$ cat config.mk
export PLATFORM = sky130hd
export DESIGN_NAME = sys_timer_cmp
export DESIGN_NICKNAME = d
export VERILOG_FILES = /design/src/rtl/tmr_pkg.sv /design/src/rtl/tmr_prescale.sv /design/src/rtl/tmr_counter.sv /design/src/rtl/tmr_compare.sv /design/src/rtl/sys_timer_cmp.sv
export SDC_FILE = /design/constraint.sdc
export NUM_CORES = 1
export LEC_CHECK = 0
export BUFFER_PORTS_ARGS = -buffer_cell sky130_fd_sc_hd__clkbuf_2
export CAP_MARGIN = 40
export CORE_MARGIN = 2
export CORE_UTILIZATION = 55
export DETAILED_ROUTE_END_ITERATION = 8
export HOLD_SLACK_MARGIN = 0.06
export PLACE_DENSITY = 0.86
export RECOVER_POWER = 25
export SLEW_MARGIN = 40
export SYNTH_ARGS = -nofsm -noshare
export SYNTH_HDL_FRONTEND = slang
export SYNTH_SLANG_ARGS = --single-unit
$ cat constraint.sdc
create_clock -name clk -period 3.95 [get_ports clk]
set_input_delay 0.1975 -clock clk [delete_from_list [all_inputs] [get_ports clk]]
set_output_delay 0.1975 -clock clk [all_outputs]
set_load 0.1 [all_outputs]
$ cat src/rtl/tmr_pkg.sv
package tmr_pkg;
  localparam int unsigned OFS_CNT_LO  = 32'h0000_0008;
  localparam int unsigned OFS_CNT_HI  = 32'h0000_000C;
  localparam int unsigned OFS_CMP_LO  = 32'h0001_0020;
  localparam int unsigned OFS_CMP_HI  = 32'h0001_0024;
  localparam int unsigned OFS_CTRL    = 32'h0001_002C;
  localparam int unsigned CTRL_ARM    = 0;
  localparam int unsigned CTRL_MASK   = 1;
  localparam int unsigned CTRL_STATUS = 2;
endpackage

$ cat src/rtl/tmr_prescale.sv
module tmr_prescale #(
  parameter int unsigned DIV = 3
) (
  input  logic clk,
  input  logic rst_n,
  output logic tick
);
  localparam int unsigned PH_W = (DIV > 1) ? $clog2(DIV) : 1;
  localparam logic [PH_W-1:0] LAST = PH_W'(DIV - 1);

  logic [PH_W-1:0] phase_q, phase_d;

  always_comb begin
    tick    = (phase_q == LAST);
    phase_d = tick ? '0 : phase_q + PH_W'(1);
  end

  always_ff @(posedge clk or negedge rst_n) begin
    if (!rst_n) phase_q <= '0;
    else        phase_q <= phase_d;
  end
endmodule

$ cat src/rtl/tmr_counter.sv
module tmr_counter #(
  parameter int unsigned     W       = 64,
  parameter logic [W-1:0]    RST_VAL = '0
) (
  input  logic         clk,
  input  logic         rst_n,
  input  logic         tick,
  output logic [W-1:0] cnt
);
  logic [W-1:0] cnt_q, cnt_d;

  always_comb begin
    cnt_d = cnt_q;
    if (tick) cnt_d = cnt_q + W'(1);
  end

  always_ff @(posedge clk or negedge rst_n) begin
    if (!rst_n) cnt_q <= RST_VAL;
    else        cnt_q <= cnt_d;
  end

  assign cnt = cnt_q;
endmodule

$ cat src/rtl/tmr_compare.sv
module tmr_compare #(
  parameter int unsigned W       = 64,
  parameter int unsigned HI_BITS = 20
) (
  input  logic               clk,
  input  logic               rst_n,
  input  logic               wr_lo,
  input  logic               wr_hi,
  input  logic               wr_ctrl,
  input  logic [31:0]        wdata,
  input  logic [W-1:0]       cnt,
  output logic [31:0]        cmp_lo,
  output logic [HI_BITS-1:0] cmp_hi,
  output logic               armed,
  output logic               masked,
  output logic               status
);
  localparam int unsigned PAD_W = W - 32 - HI_BITS;

  logic [31:0]        lo_q, lo_d;
  logic [HI_BITS-1:0] hi_q, hi_d;
  logic               arm_q, arm_d, msk_q, msk_d, st_q, st_d;
  logic [W-1:0]       cmp_full;
  logic               hit;

  always_comb begin
    cmp_full = {{PAD_W{1'b0}}, hi_q, lo_q};
    hit      = (cnt >= cmp_full);
    lo_d     = wr_lo ? wdata : lo_q;
    hi_d     = wr_hi ? wdata[HI_BITS-1:0] : hi_q;
    arm_d    = wr_ctrl ? wdata[tmr_pkg::CTRL_ARM]  : arm_q;
    msk_d    = wr_ctrl ? wdata[tmr_pkg::CTRL_MASK] : msk_q;
    st_d     = arm_d & (st_q | (arm_q & hit));
  end

  always_ff @(posedge clk or negedge rst_n) begin
    if (!rst_n) begin
      lo_q  <= '0;
      hi_q  <= '0;
      arm_q <= 1'b0;
      msk_q <= 1'b0;
      st_q  <= 1'b0;
    end else begin
      lo_q  <= lo_d;
      hi_q  <= hi_d;
      arm_q <= arm_d;
      msk_q <= msk_d;
      st_q  <= st_d;
    end
  end

  assign cmp_lo = lo_q;
  assign cmp_hi = hi_q;
  assign armed  = arm_q;
  assign masked = msk_q;
  assign status = st_q;
endmodule

$ cat src/rtl/sys_timer_cmp.sv
module sys_timer_cmp #(
  parameter int unsigned  ADDR_W    = 17,
  parameter int unsigned  CNT_W     = 64,
  parameter int unsigned  DIV       = 3,
  parameter int unsigned  HI_BITS   = 20,
  parameter logic [63:0]  CNT_RESET = '0
) (
  input  logic              clk,
  input  logic              rst_n,
  input  logic [ADDR_W-1:0] bus_addr,
  input  logic              bus_we,
  input  logic [31:0]       bus_wdata,
  output logic [31:0]       bus_rdata,
  output logic              irq_out
);
  import tmr_pkg::*;

  localparam logic [ADDR_W-1:0] A_CNT_LO = ADDR_W'(OFS_CNT_LO);
  localparam logic [ADDR_W-1:0] A_CNT_HI = ADDR_W'(OFS_CNT_HI);
  localparam logic [ADDR_W-1:0] A_CMP_LO = ADDR_W'(OFS_CMP_LO);
  localparam logic [ADDR_W-1:0] A_CMP_HI = ADDR_W'(OFS_CMP_HI);
  localparam logic [ADDR_W-1:0] A_CTRL   = ADDR_W'(OFS_CTRL);

  logic               tick;
  logic [CNT_W-1:0]   cnt_q;
  logic [31:0]        cmp_lo;
  logic [HI_BITS-1:0] cmp_hi;
  logic               en_q, mask_q, status_q;
  logic               wr_lo, wr_hi, wr_ctrl;

  tmr_prescale #(.DIV(DIV)) u_pre (
    .clk(clk), .rst_n(rst_n), .tick(tick)
  );

  tmr_counter #(.W(CNT_W), .RST_VAL(CNT_W'(CNT_RESET))) u_cnt (
    .clk(clk), .rst_n(rst_n), .tick(tick), .cnt(cnt_q)
  );

  always_comb begin
    wr_lo   = bus_we && (bus_addr == A_CMP_LO);
    wr_hi   = bus_we && (bus_addr == A_CMP_HI);
    wr_ctrl = bus_we && (bus_addr == A_CTRL);
  end

  tmr_compare #(.W(CNT_W), .HI_BITS(HI_BITS)) u_cmp (
    .clk(clk), .rst_n(rst_n),
    .wr_lo(wr_lo), .wr_hi(wr_hi), .wr_ctrl(wr_ctrl),
    .wdata(bus_wdata), .cnt(cnt_q),
    .cmp_lo(cmp_lo), .cmp_hi(cmp_hi),
    .armed(en_q), .masked(mask_q), .status(status_q)
  );

  always_comb begin
    bus_rdata = '0;
    unique case (bus_addr)
      A_CNT_LO: bus_rdata = cnt_q[31:0];
      A_CNT_HI: bus_rdata = cnt_q[63:32];
      A_CMP_LO: bus_rdata = cmp_lo;
      A_CMP_HI: bus_rdata = 32'(cmp_hi);
      A_CTRL: begin
        bus_rdata[CTRL_ARM]    = en_q;
        bus_rdata[CTRL_MASK]   = mask_q;
        bus_rdata[CTRL_STATUS] = status_q;
      end
      default: bus_rdata = '0;
    endcase
  end

  assign irq_out = status_q & ~mask_q;
endmodule

==> flow_metrics.env, run 1 <==
export IMPL_seqCellArea_um2=3028
export IMPL_area_growth_pct=21.49
export IMPL_rsz0062_at_grt="false"
export IMPL_fillerInstances=893
export IMPL_layout_commonest_cell="dfrtp_1"
export IMPL_path_max_fanout=32
export IMPL_die_h_um=118.3
export IMPL_cp_common_cell="clkbuf_2"
export IMPL_grt_usage=0.2731
export IMPL_drcViolationCount=0
export IMPL_routedWlPerCell_um=18.10
export IMPL_multi_input_area_um2=3866
export IMPL_final_cell_mix="dfrtp_1, clkbuf_2, inv_1"
export IMPL_ys_seq_area_frac=0.4212
export IMPL_worstPathBufferInverterCount=2
export IMPL_violations="capacitance limit, slew limit"
export IMPL_max_cap_viol_count=2
export IMPL_ir_worst_vdd_v=0.0002696
export IMPL_cts_tree="done"
export IMPL_combPwrFrac=0.034
export IMPL_worstHoldPathType="in2reg"
export IMPL_initial_core_util=0.5674
export IMPL_drt_pass1_iter_count=5
export IMPL_placed_area_um2=7786
export IMPL_critPathMaxStageDelay_ps=990
export IMPL_maxSlewHeadroom=-0.2193
export IMPL_grt_first_pass_wirelength_um=30240
export IMPL_worstSetupPathType="in2out"
export IMPL_power_total_mw=2.967
export IMPL_die_x_um=118.3
export IMPL_fin_tns_setup_ps=0
export IMPL_io_pins=85
export IMPL_wirelength_um=18070
export IMPL_path_cells="clkbuf_2 > nor4_1 > nand4_1 > or4_2 > nor2_1 > a221o_1 > clkbuf_2"
export IMPL_clock_path_buffers=2
export IMPL_hold_viol_final=0
export IMPL_cp_end_kind="primary output"
export IMPL_r2r_setup_slack_ps=1480
export IMPL_synth_ff_type="dfrtp_1"
export IMPL_core_um2=12670
export IMPL_clkTransAtPathRegs_ps=50
export IMPL_power_switching_mw=0.6083
export IMPL_cts_root_buf="clkbuf_16"
export IMPL_total_leakage_power_nw=4.319
export IMPL_vias=5823
export IMPL_drt_iter0_drc=417
export IMPL_cts_sinks=121
export IMPL_yosysTopAreaCell="dfrtp_1"
export IMPL_clk_latency_ps=430
export IMPL_gp_congestion=0.8393
export IMPL_antenna_found_initial=0
export IMPL_ctsResizeCount=0
export IMPL_port_buffers=84
export IMPL_p_sw_frac=0.2051
export IMPL_num_rows=41
export IMPL_tightestPinTransition_ps=1829
export IMPL_die_area_um2=14000
export IMPL_async_flop_share=1.000
export IMPL_period_needed_ps=2921
export IMPL_grt_pass1_vias=6009
export IMPL_power_density_nw_per_um2=339.6
export IMPL_fmaxAchievable_mhz=342.3
export IMPL_ys_top_cells_by_area="dfrtp_1, ha_1, mux2_2"
export IMPL_worstPathRequired_ps=3750
export IMPL_ys_warn_count=0
export IMPL_crit_slowest_cell="or4_2"
export IMPL_worstSetupStartpointType="input pin"
export IMPL_finalSetupViolCount=0
export IMPL_synthesis_area_um2=7189
export IMPL_synth_cells=696
export IMPL_stdcell_area_um2=8735
export IMPL_ys_ff_latch=121
export IMPL_synthDistinctLibCells=47
export IMPL_syn_nets=801
export IMPL_final_max_slew_viol_count=69
export IMPL_critical_path_top_delay_family="simple AND/OR/NAND/NOR gates"
export IMPL_crit_arrival_ps=2720
export IMPL_fin_nets=918
export IMPL_postRouteAntennaNets=0
export IMPL_gr_total_overflow=0
export IMPL_seq_power_share=0.418
export IMPL_worst_slack_ps=1029
export IMPL_finClkSkew_ps=10.07
export IMPL_cts_buffers=17
export IMPL_synth_top_area_frac=0.4212
export IMPL_dp_slack_ps=1097
export IMPL_syn_area_per_cell_um2=10.33
export IMPL_synth_edff_count=0
export IMPL_finalCritPeriodShare=0.7396
export IMPL_drive_gt1_frac=0.2240
export IMPL_hpwl_um=12140
export IMPL_utilization=0.6893
export IMPL_status="finished, violations left"
export IMPL_grt_start_max_net_pins=57
export IMPL_viasPerCell=5.835
export IMPL_p_clk_frac=0.548
export IMPL_p_int_mw=2.358
export IMPL_n_antenna_cell=0
export IMPL_htreeDepth=4
## through the flow
step                cells  hold slack [ps]
CTS                   998            225.3
global placement      933            293.9
global route          998            245.5
finish                998            229.3
floorplan             696           -98.09
detailed placement    933            299.2
## path summary, 6_finish.rpt
kind	startpoint	cells past startpoint	end
worst max-delay path	bus_addr[15]	7	bus_rdata[8]
worst min-delay path	bus_we	3	u_cmp.armed
worst max register to register	u_cnt.cnt[35]	6	u_cnt.cnt[60]
worst min register to register	u_pre.phase_q[0]	1	u_pre.phase_q[0]
max in group asynchronous	rst_n	3	u_cmp.cmp_hi[14]
min in group asynchronous	rst_n	2	u_cmp.cmp_lo[24]
## area by class of cell
type,instances,area share
clock buffer,24,0.05744
multi-input combinational,492,0.4426
clock inverter,8,0.01318
inverter,58,0.02492
timing repair buffer,123,0.09053
tap,172,0.02464
sequential,121,0.3467
## state kept, by name, summed over array words and instances (netlist names)
register       cells
u_cnt.cnt         64
u_pre.phase_q      2
u_cmp.masked       1
u_cmp.cmp_lo      32
u_cmp.cmp_hi      20
u_cmp.armed        1
u_cmp.status       1
## power by group through the flow
stage	Clock (mW)	Sequential, mW	Combinational (mW)
2_1_floorplan	0	1.26	0.0173
3_3_place_gp	0	1.26	0.0748
3_5_place_dp	0	1.26	0.0763
4_1_cts	1.63	1.24	0.102
5_1_grt	1.68	1.24	0.111
6_report	1.62	1.24	0.101
## Yosys cell counts, types with 9 or more instances
cell,n
a21oi_1,19
a221o_1,20
and3_1,13
and4_1,12
clkbuf_1,17
dfrtp_1,121
ha_1,53
inv_1,58
mux2_2,55
mux2i_1,32
nand2_1,50
nand3_1,32
nand4_1,25
nor2_1,38
nor3_1,9
nor4_1,9
o21ai_0,24
xnor2_1,40
xor2_1,23
## cells by family (layout without fill, tap and decap cells)
| group | after synthesis | count (layout) | synth area share |
|---|---|---|---|
| buffers and inverters | 83 | 213 | 0.04490 |
| xor gates and xnor gates | 63 | 63 | 0.07675 |
| and+or+nand+nor | 211 | 211 | 0.1591 |
| muxes | 87 | 87 | 0.1307 |
| adders and majority gates | 53 | 53 | 0.09224 |
| DFF | 121 | 121 | 0.4212 |
| AOI/OAI and AO/OA | 78 | 78 | 0.07519 |
## routing by layer
metal,GRT usage,routed length [um],vias up
li1,-,-,2730
met1,0.3463,7688,2846
met2,0.4606,8824,202
met3,0.04971,1026,45
met4,0.1122,529,0
met5,0,0,-
## worst register-to-register path: stages (launching register included)
cell and delay, ps:
dfrtp_1 460, and3_1 310, nand4_1 390, nor4_1 600
nand4_1 220, nor3_2 240, xor2_1 180
## repair_timing
action | 4_1_cts | 5_1_grt
hold buffers | 33 | 0
endpoints found under the hold margin | 107 | 0
setup buffers | 0 | 0
(Power assumes the default switching activity.)
==> run 2: changes to the inputs <==
==> constraint.sdc (replaced) <==
create_clock -name clk -period 3.05 [get_ports clk]
set_input_delay 0.1525 -clock clk [delete_from_list [all_inputs] [get_ports clk]]
set_output_delay 0.1525 -clock clk [all_outputs]
set_load 0.1 [all_outputs]
==> run 2 against run 1 <==
Against the previous run:
- worst setup slack worse by 380 ps
- count of clock-buffer cells in the layout is 3 higher
- largest cell class unchanged
- non-clock buffer count is 7 higher
- wire length is essentially flat
- sequential cell count unchanged
- core utilization increased by 3.4 points
- combinational power up 35%
- the flow still finishes with violations (capacitance limit, slew limit)
==> flow_metrics.env, run 2 (same netlist as run 1, synthesis figures left out) <==
export IMPL_status="finished, violations left"
export IMPL_violations="capacitance limit, slew limit"
export IMPL_crit_slowest_cell="or4_4"
export IMPL_maxSlewHeadroom=-0.2247
export IMPL_die_x_um=118.3
export IMPL_cp_common_cell="and4_1"
export IMPL_io_pins=85
export IMPL_worst_slack_ps=648.7
export IMPL_dp_slack_ps=743.9
export IMPL_total_leakage_power_nw=4.401
export IMPL_hold_viol_final=0
export IMPL_power_total_mw=3.774
export IMPL_cp_end_kind="register"
export IMPL_period_needed_ps=2401
export IMPL_min_delay_path_depth=3
export IMPL_gr_total_overflow=0
export IMPL_hold_ws_ps=142.8
export IMPL_tightestPinTransition_ps=1837
export IMPL_path_cells="and4_1 > and4_1 > nand3_1 > or4_4 > nor2_1 > xor2_1"
export IMPL_cts_root_buf="clkbuf_16"
export IMPL_clkTransAtPathRegs_ps=50
export IMPL_die_area_um2=14000
export IMPL_holdPathEnd="u_cmp.masked"
export IMPL_cts_tree="done"
export IMPL_htreeDepth=4
export IMPL_largest_reg_flops=64
export IMPL_drt_iter0_drc=463
export IMPL_final_max_slew_viol_count=32
export IMPL_r2r_end="u_cnt.cnt[48]"
export IMPL_clock_path_buffers=2
export IMPL_multi_input_area_um2=3860
export IMPL_antenna_found_initial=0
export IMPL_n_antenna_cell=0
export IMPL_grt_first_pass_wirelength_um=29990
export IMPL_fmaxAchievable_mhz=416.4
export IMPL_finClkSkew_ps=5.799
export IMPL_reg2reg_from="u_cnt.cnt[4]"
export IMPL_min_from="bus_we"
export IMPL_fillerInstances=853
export IMPL_finalCritPeriodShare=0.7873
export IMPL_vias=5940
export IMPL_cts_buffers=17
export IMPL_final_cell_mix="dfrtp_1, inv_1, mux2_2"
export IMPL_viasPerCell=5.910
export IMPL_critPathMaxStageDelay_ps=640
export IMPL_grt_pass1_vias=6121
export IMPL_rr_worst_depth=6
export IMPL_rsz0062_at_grt="false"
export IMPL_drive_gt1_frac=0.2281
export IMPL_num_rows=41
export IMPL_gp_congestion=0.8436
export IMPL_stdcell_area_um2=9166
export IMPL_worstPathRequired_ps=3370
export IMPL_layout_commonest_cell="dfrtp_1"
export IMPL_crit_arrival_ps=2720
export IMPL_hpwl_um=12300
export IMPL_finalSetupViolCount=0
export IMPL_wirelength_um=18070
export IMPL_routedWlPerCell_um=17.98
export IMPL_seqCellArea_um2=3028
export IMPL_cts_sinks=121
export IMPL_drcViolationCount=0
export IMPL_r2r_setup_slack_ps=650
export IMPL_path_max_fanout=8
export IMPL_fin_tns_setup_ps=0
export IMPL_placed_area_um2=8228
export IMPL_initial_core_util=0.5674
export IMPL_critical_path_top_delay_family="simple AND/OR/NAND/NOR gates"
export IMPL_ctsResizeCount=0
export IMPL_clk_latency_ps=420
export IMPL_worstSetupPathType="reg2reg"
export IMPL_grt_start_max_net_pins=39
export IMPL_worstHoldPathType="in2reg"
export IMPL_ir_worst_vdd_v=0.0004024
export IMPL_worstPathBufferInverterCount=0
export IMPL_core_um2=12670
export IMPL_postCtsSetupBuffers=0
export IMPL_worstSetupStartpointType="register"
export IMPL_max_cap_viol_count=1
export IMPL_drt_pass1_iter_count=5
export IMPL_port_buffers=84
export IMPL_die_h_um=118.3
export IMPL_postRouteAntennaNets=0
export IMPL_power_density_nw_per_um2=411.8
export IMPL_grt_usage=0.2705
export IMPL_area_growth_pct=27.50
export IMPL_fin_nets=925
[run 2: cell count changes in the layout (fill, tap and decap cells not counted), moves of 3 or more]
cell        previous run  this run
o21ai_0               24        16
buf_12                 0        25
clkinvlp_4             0         3
o21ai_1                0         8
buf_4                  5        20
clkinv_2               5         0
clkbuf_2              83        51
[run 2: repair_timing]
item                       CTS  global route
hold buffers                33             0
hold endpoints to repair   120             0
setup endpoints to repair    0             0
[run 2: power by group]
part	internal, mW	switching (mW)
Sequential	1.61	0.000110
Combinational	0.0670	0.0688
Clock	1.33	0.698
[run 2: worst reg2reg max path, stage by stage (launching register included)]
cell and delay, ps:
dfrtp_1 500, and4_1 370, and4_1 250, nand3_1 120
or4_4 640, nor2_1 200, xor2_1 220
[run 2: worst max-delay path by stage]
stage	start	endpoint	slack [ps]	cells after the start
3_5_place_dp	bus_addr[15]	bus_rdata[29]	740	7
3_3_place_gp	bus_addr[9]	bus_rdata[29]	760	7
6_report	u_cnt.cnt[4]	u_cnt.cnt[48]	650	6
5_1_grt	u_cnt.cnt[8]	u_cnt.cnt[48]	510	6
2_1_floorplan	bus_addr[9]	bus_rdata[21]	-570	6
4_1_cts	u_cnt.cnt[4]	u_cnt.cnt[48]	710	6
[run 2: stage by stage]
stage          cells    util
2_1_floorplan    696       -
3_3_place_gp     939  0.6478
3_5_place_dp     940  0.6494
4_1_cts         1005  0.7232
5_1_grt         1005  0.7234
6_report        1005  0.7234
[run 2: cell type report]
type | instances | area share
clock buffer | 27 | 0.05706
clock inverter | 5 | 0.009009
sequential | 121 | 0.3303
tap | 172 | 0.02348
timing repair buffer | 130 | 0.1353
multi-input combinational | 492 | 0.4211
inverter | 58 | 0.02375
[run 2: per-layer routing]
metal  global-route usage  wire length (um)  up-vias
met5                    0                 0        -
met4               0.1137               466        0
met3              0.06998              1080       44
met2               0.4465              8868      218
met1               0.3364              7648     2946
li1                     -                 -     2732
==> run 3: changes to the inputs <==
--- a/config.mk
+++ b/config.mk
@@ -8,7 +8,7 @@
 export BUFFER_PORTS_ARGS = -buffer_cell sky130_fd_sc_hd__clkbuf_2
 export CAP_MARGIN = 40
 export CORE_MARGIN = 2
-export CORE_UTILIZATION = 55
+export CORE_UTILIZATION = 53
 export DETAILED_ROUTE_END_ITERATION = 8
 export HOLD_SLACK_MARGIN = 0.06
 export PLACE_DENSITY = 0.86
==> constraint.sdc (replaced) <==
create_clock -name clk -period 2.2 [get_ports clk]
set_input_delay 0.11 -clock clk [delete_from_list [all_inputs] [get_ports clk]]
set_output_delay 0.11 -clock clk [all_outputs]
set_load 0.1 [all_outputs]
==> run 3 against run 2 <==
Against the previous run:
- wire length grew 17%
- sequential cell count unchanged
- design area grew 6.9%
- the run ends with capacitance limit, slew limit, setup timing left
- clock skew is 6.3 ps higher
- critical path depth is 2 higher
- via count up 7.2%
- sequential power increased by 39%
- worst hold slack got worse by 20 ps
- non-clock buffer count increased by 42
==> flow_metrics.env, run 3 (same netlist as run 1, synthesis figures left out) <==
export IMPL_hpwl_um=13580
export IMPL_total_leakage_power_nw=4.736
export IMPL_hold_viol_final=0
export IMPL_n_antenna_cell=0
export IMPL_violations="capacitance limit, slew limit, setup timing"
export IMPL_cts_tree="done"
export IMPL_fin_tns_setup_ps=-126.9
export IMPL_status="finished, violations left"
export IMPL_worst_slack_ps=-126.9
export IMPL_gr_total_overflow=0
export IMPL_io_pins=85
export IMPL_final_max_slew_viol_count=28
export IMPL_tightestPinTransition_ps=1554
export IMPL_grt_first_pass_wirelength_um=33650
export IMPL_crit_arrival_ps=2620
export IMPL_worstPathRequired_ps=2500
export IMPL_grt_start_max_net_pins=73
export IMPL_die_x_um=120.5
export IMPL_reg2reg_from="u_cnt.cnt[0]"
export IMPL_cp_end_kind="register"
export IMPL_r2r_setup_slack_ps=-130
export IMPL_seqCellArea_um2=3030
export IMPL_worstHoldPathType="in2reg"
export IMPL_fmaxAchievable_mhz=429.7
export IMPL_drt_pass1_iter_count=5
export IMPL_finClkSkew_ps=12.13
export IMPL_core_um2=13240
export IMPL_largest_reg_flops=64
export IMPL_die_h_um=120.5
export IMPL_rsz0062_at_grt="true"
export IMPL_maxSlewHeadroom=-0.03581
export IMPL_fin_nets=967
export IMPL_power_density_nw_per_um2=561.5
export IMPL_finalCritPeriodShare=1.058
export IMPL_layout_commonest_cell="dfrtp_1"
export IMPL_rr_worst_depth=8
export IMPL_grt_pass1_vias=6703
export IMPL_dp_slack_ps=-90.36
export IMPL_max_cap_viol_count=1
export IMPL_cts_buffers=17
export IMPL_routedWlPerCell_um=20.05
export IMPL_area_growth_pct=36.32
export IMPL_clock_path_buffers=2
export IMPL_finalSetupViolCount=1
export IMPL_antenna_found_initial=0
export IMPL_cts_root_buf="clkbuf_16"
export IMPL_clk_latency_ps=430
export IMPL_num_rows=42
export IMPL_port_buffers=84
export IMPL_clkTransAtPathRegs_ps=60
export IMPL_initial_core_util=0.5429
export IMPL_wirelength_um=21050
export IMPL_cts_sinks=121
export IMPL_viasPerCell=6.063
export IMPL_vias=6366
export IMPL_worstSetupPathType="reg2reg"
export IMPL_ir_worst_vdd_v=0.0005307
export IMPL_postRouteAntennaNets=0
export IMPL_grt_usage=0.2981
export IMPL_drt_iter0_drc=616
export IMPL_worstSetupStartpointType="register"
export IMPL_gp_congestion=0.8965
export IMPL_fillerInstances=814
export IMPL_drcViolationCount=0
export IMPL_htreeDepth=4
export IMPL_cp_endpoint="u_cmp.status"
export IMPL_period_needed_ps=2327
export IMPL_final_cell_mix="dfrtp_1, inv_1, mux2_2"
export IMPL_cp_startpoint="u_cnt.cnt[0]"
export IMPL_drive_gt1_frac=0.3192
export IMPL_multi_input_area_um2=3999
export IMPL_path_max_fanout=2
export IMPL_r2r_end="u_cmp.status"
export IMPL_die_area_um2=14510
[run 3: cell types whose count changed in the layout (fill, tap and decap cells not counted), sizes merged]
cell,delta
buf,+40
bufinv,+2
clkinv,+1
clkinvlp,-2
[run 3: timing repair]
| item | CTS | global route |
|---|---|---|
| hold buffers | 33 | 0 |
| hold endpoints to repair | 175 | 0 |
| setup endpoints to repair | 3 | 13 |
| gates resized for setup | 4 | 14 |
| setup buffers | 0 | 2 |
| pin swaps | 1 | 7 |
[run 3: how the worst min path moves through the flow]
| stage | start | end | slack (ps) | depth (start not counted) |
|---|---|---|---|---|
| floorplan | rst_n | u_cmp.armed | -190 | 0 |
| global placement | rst_n | u_cnt.cnt[26] | 50 | 1 |
| detailed placement | rst_n | u_cnt.cnt[25] | 50 | 1 |
| CTS | bus_we | u_cmp.armed | 100 | 3 |
| global route | bus_we | u_cmp.armed | 140 | 3 |
| finish | bus_we | u_cmp.armed | 120 | 3 |
[run 3: layout make-up]
class / instances / share of cell area
clock inverters: 6 / 0.01353
inverters: 58 / 0.02221
well taps: 176 / 0.02247
clock buffers: 25 / 0.05362
repair buffers: 172 / 0.1709
flip-flops and latches: 121 / 0.3092
multi-input cells: 492 / 0.4080
[run 3: per-stage QoR]
stage	std cells	power [mW]	area [um2]	hold slack, ps	util
global placement	984	2.407	8733	49.59	0.6595
global route	1050	5.648	9801	141.0	0.7401
floorplan	696	2.298	7264	-185.6	-
detailed placement	984	2.410	8733	52.10	0.6595
CTS	1048	5.523	9734	104.3	0.7351
finish	1050	5.503	9801	123.3	0.7401
[run 3: critical path, cell delays in order, from the launching register on]
cell	delay, ps
dfrtp_1	390
inv_2	100
ha_4	210
nand2b_4	130
a2111o_1	440
a311o_1	320
o311a_1	320
o21ai_1	170
a21oi_1	110
[run 3: metal layers]
metal	vias to the layer above	global-route usage	wire length [um]
met5	-	0	0
met2	342	0.4944	10260
met3	111	0.06557	1558
met4	0	0.1672	1133
met1	3098	0.3595	8104
li1	2815	-	-
[run 3: power by group]
part / internal, mW / switching (mW) / total [mW]
Sequential: 2.23 / 0.000168 / 2.23
Combinational: 0.0911 / 0.0952 / 0.186
Clock: 2.10 / 0.991 / 3.09
Total: 4.42 / 1.09 / 5.50
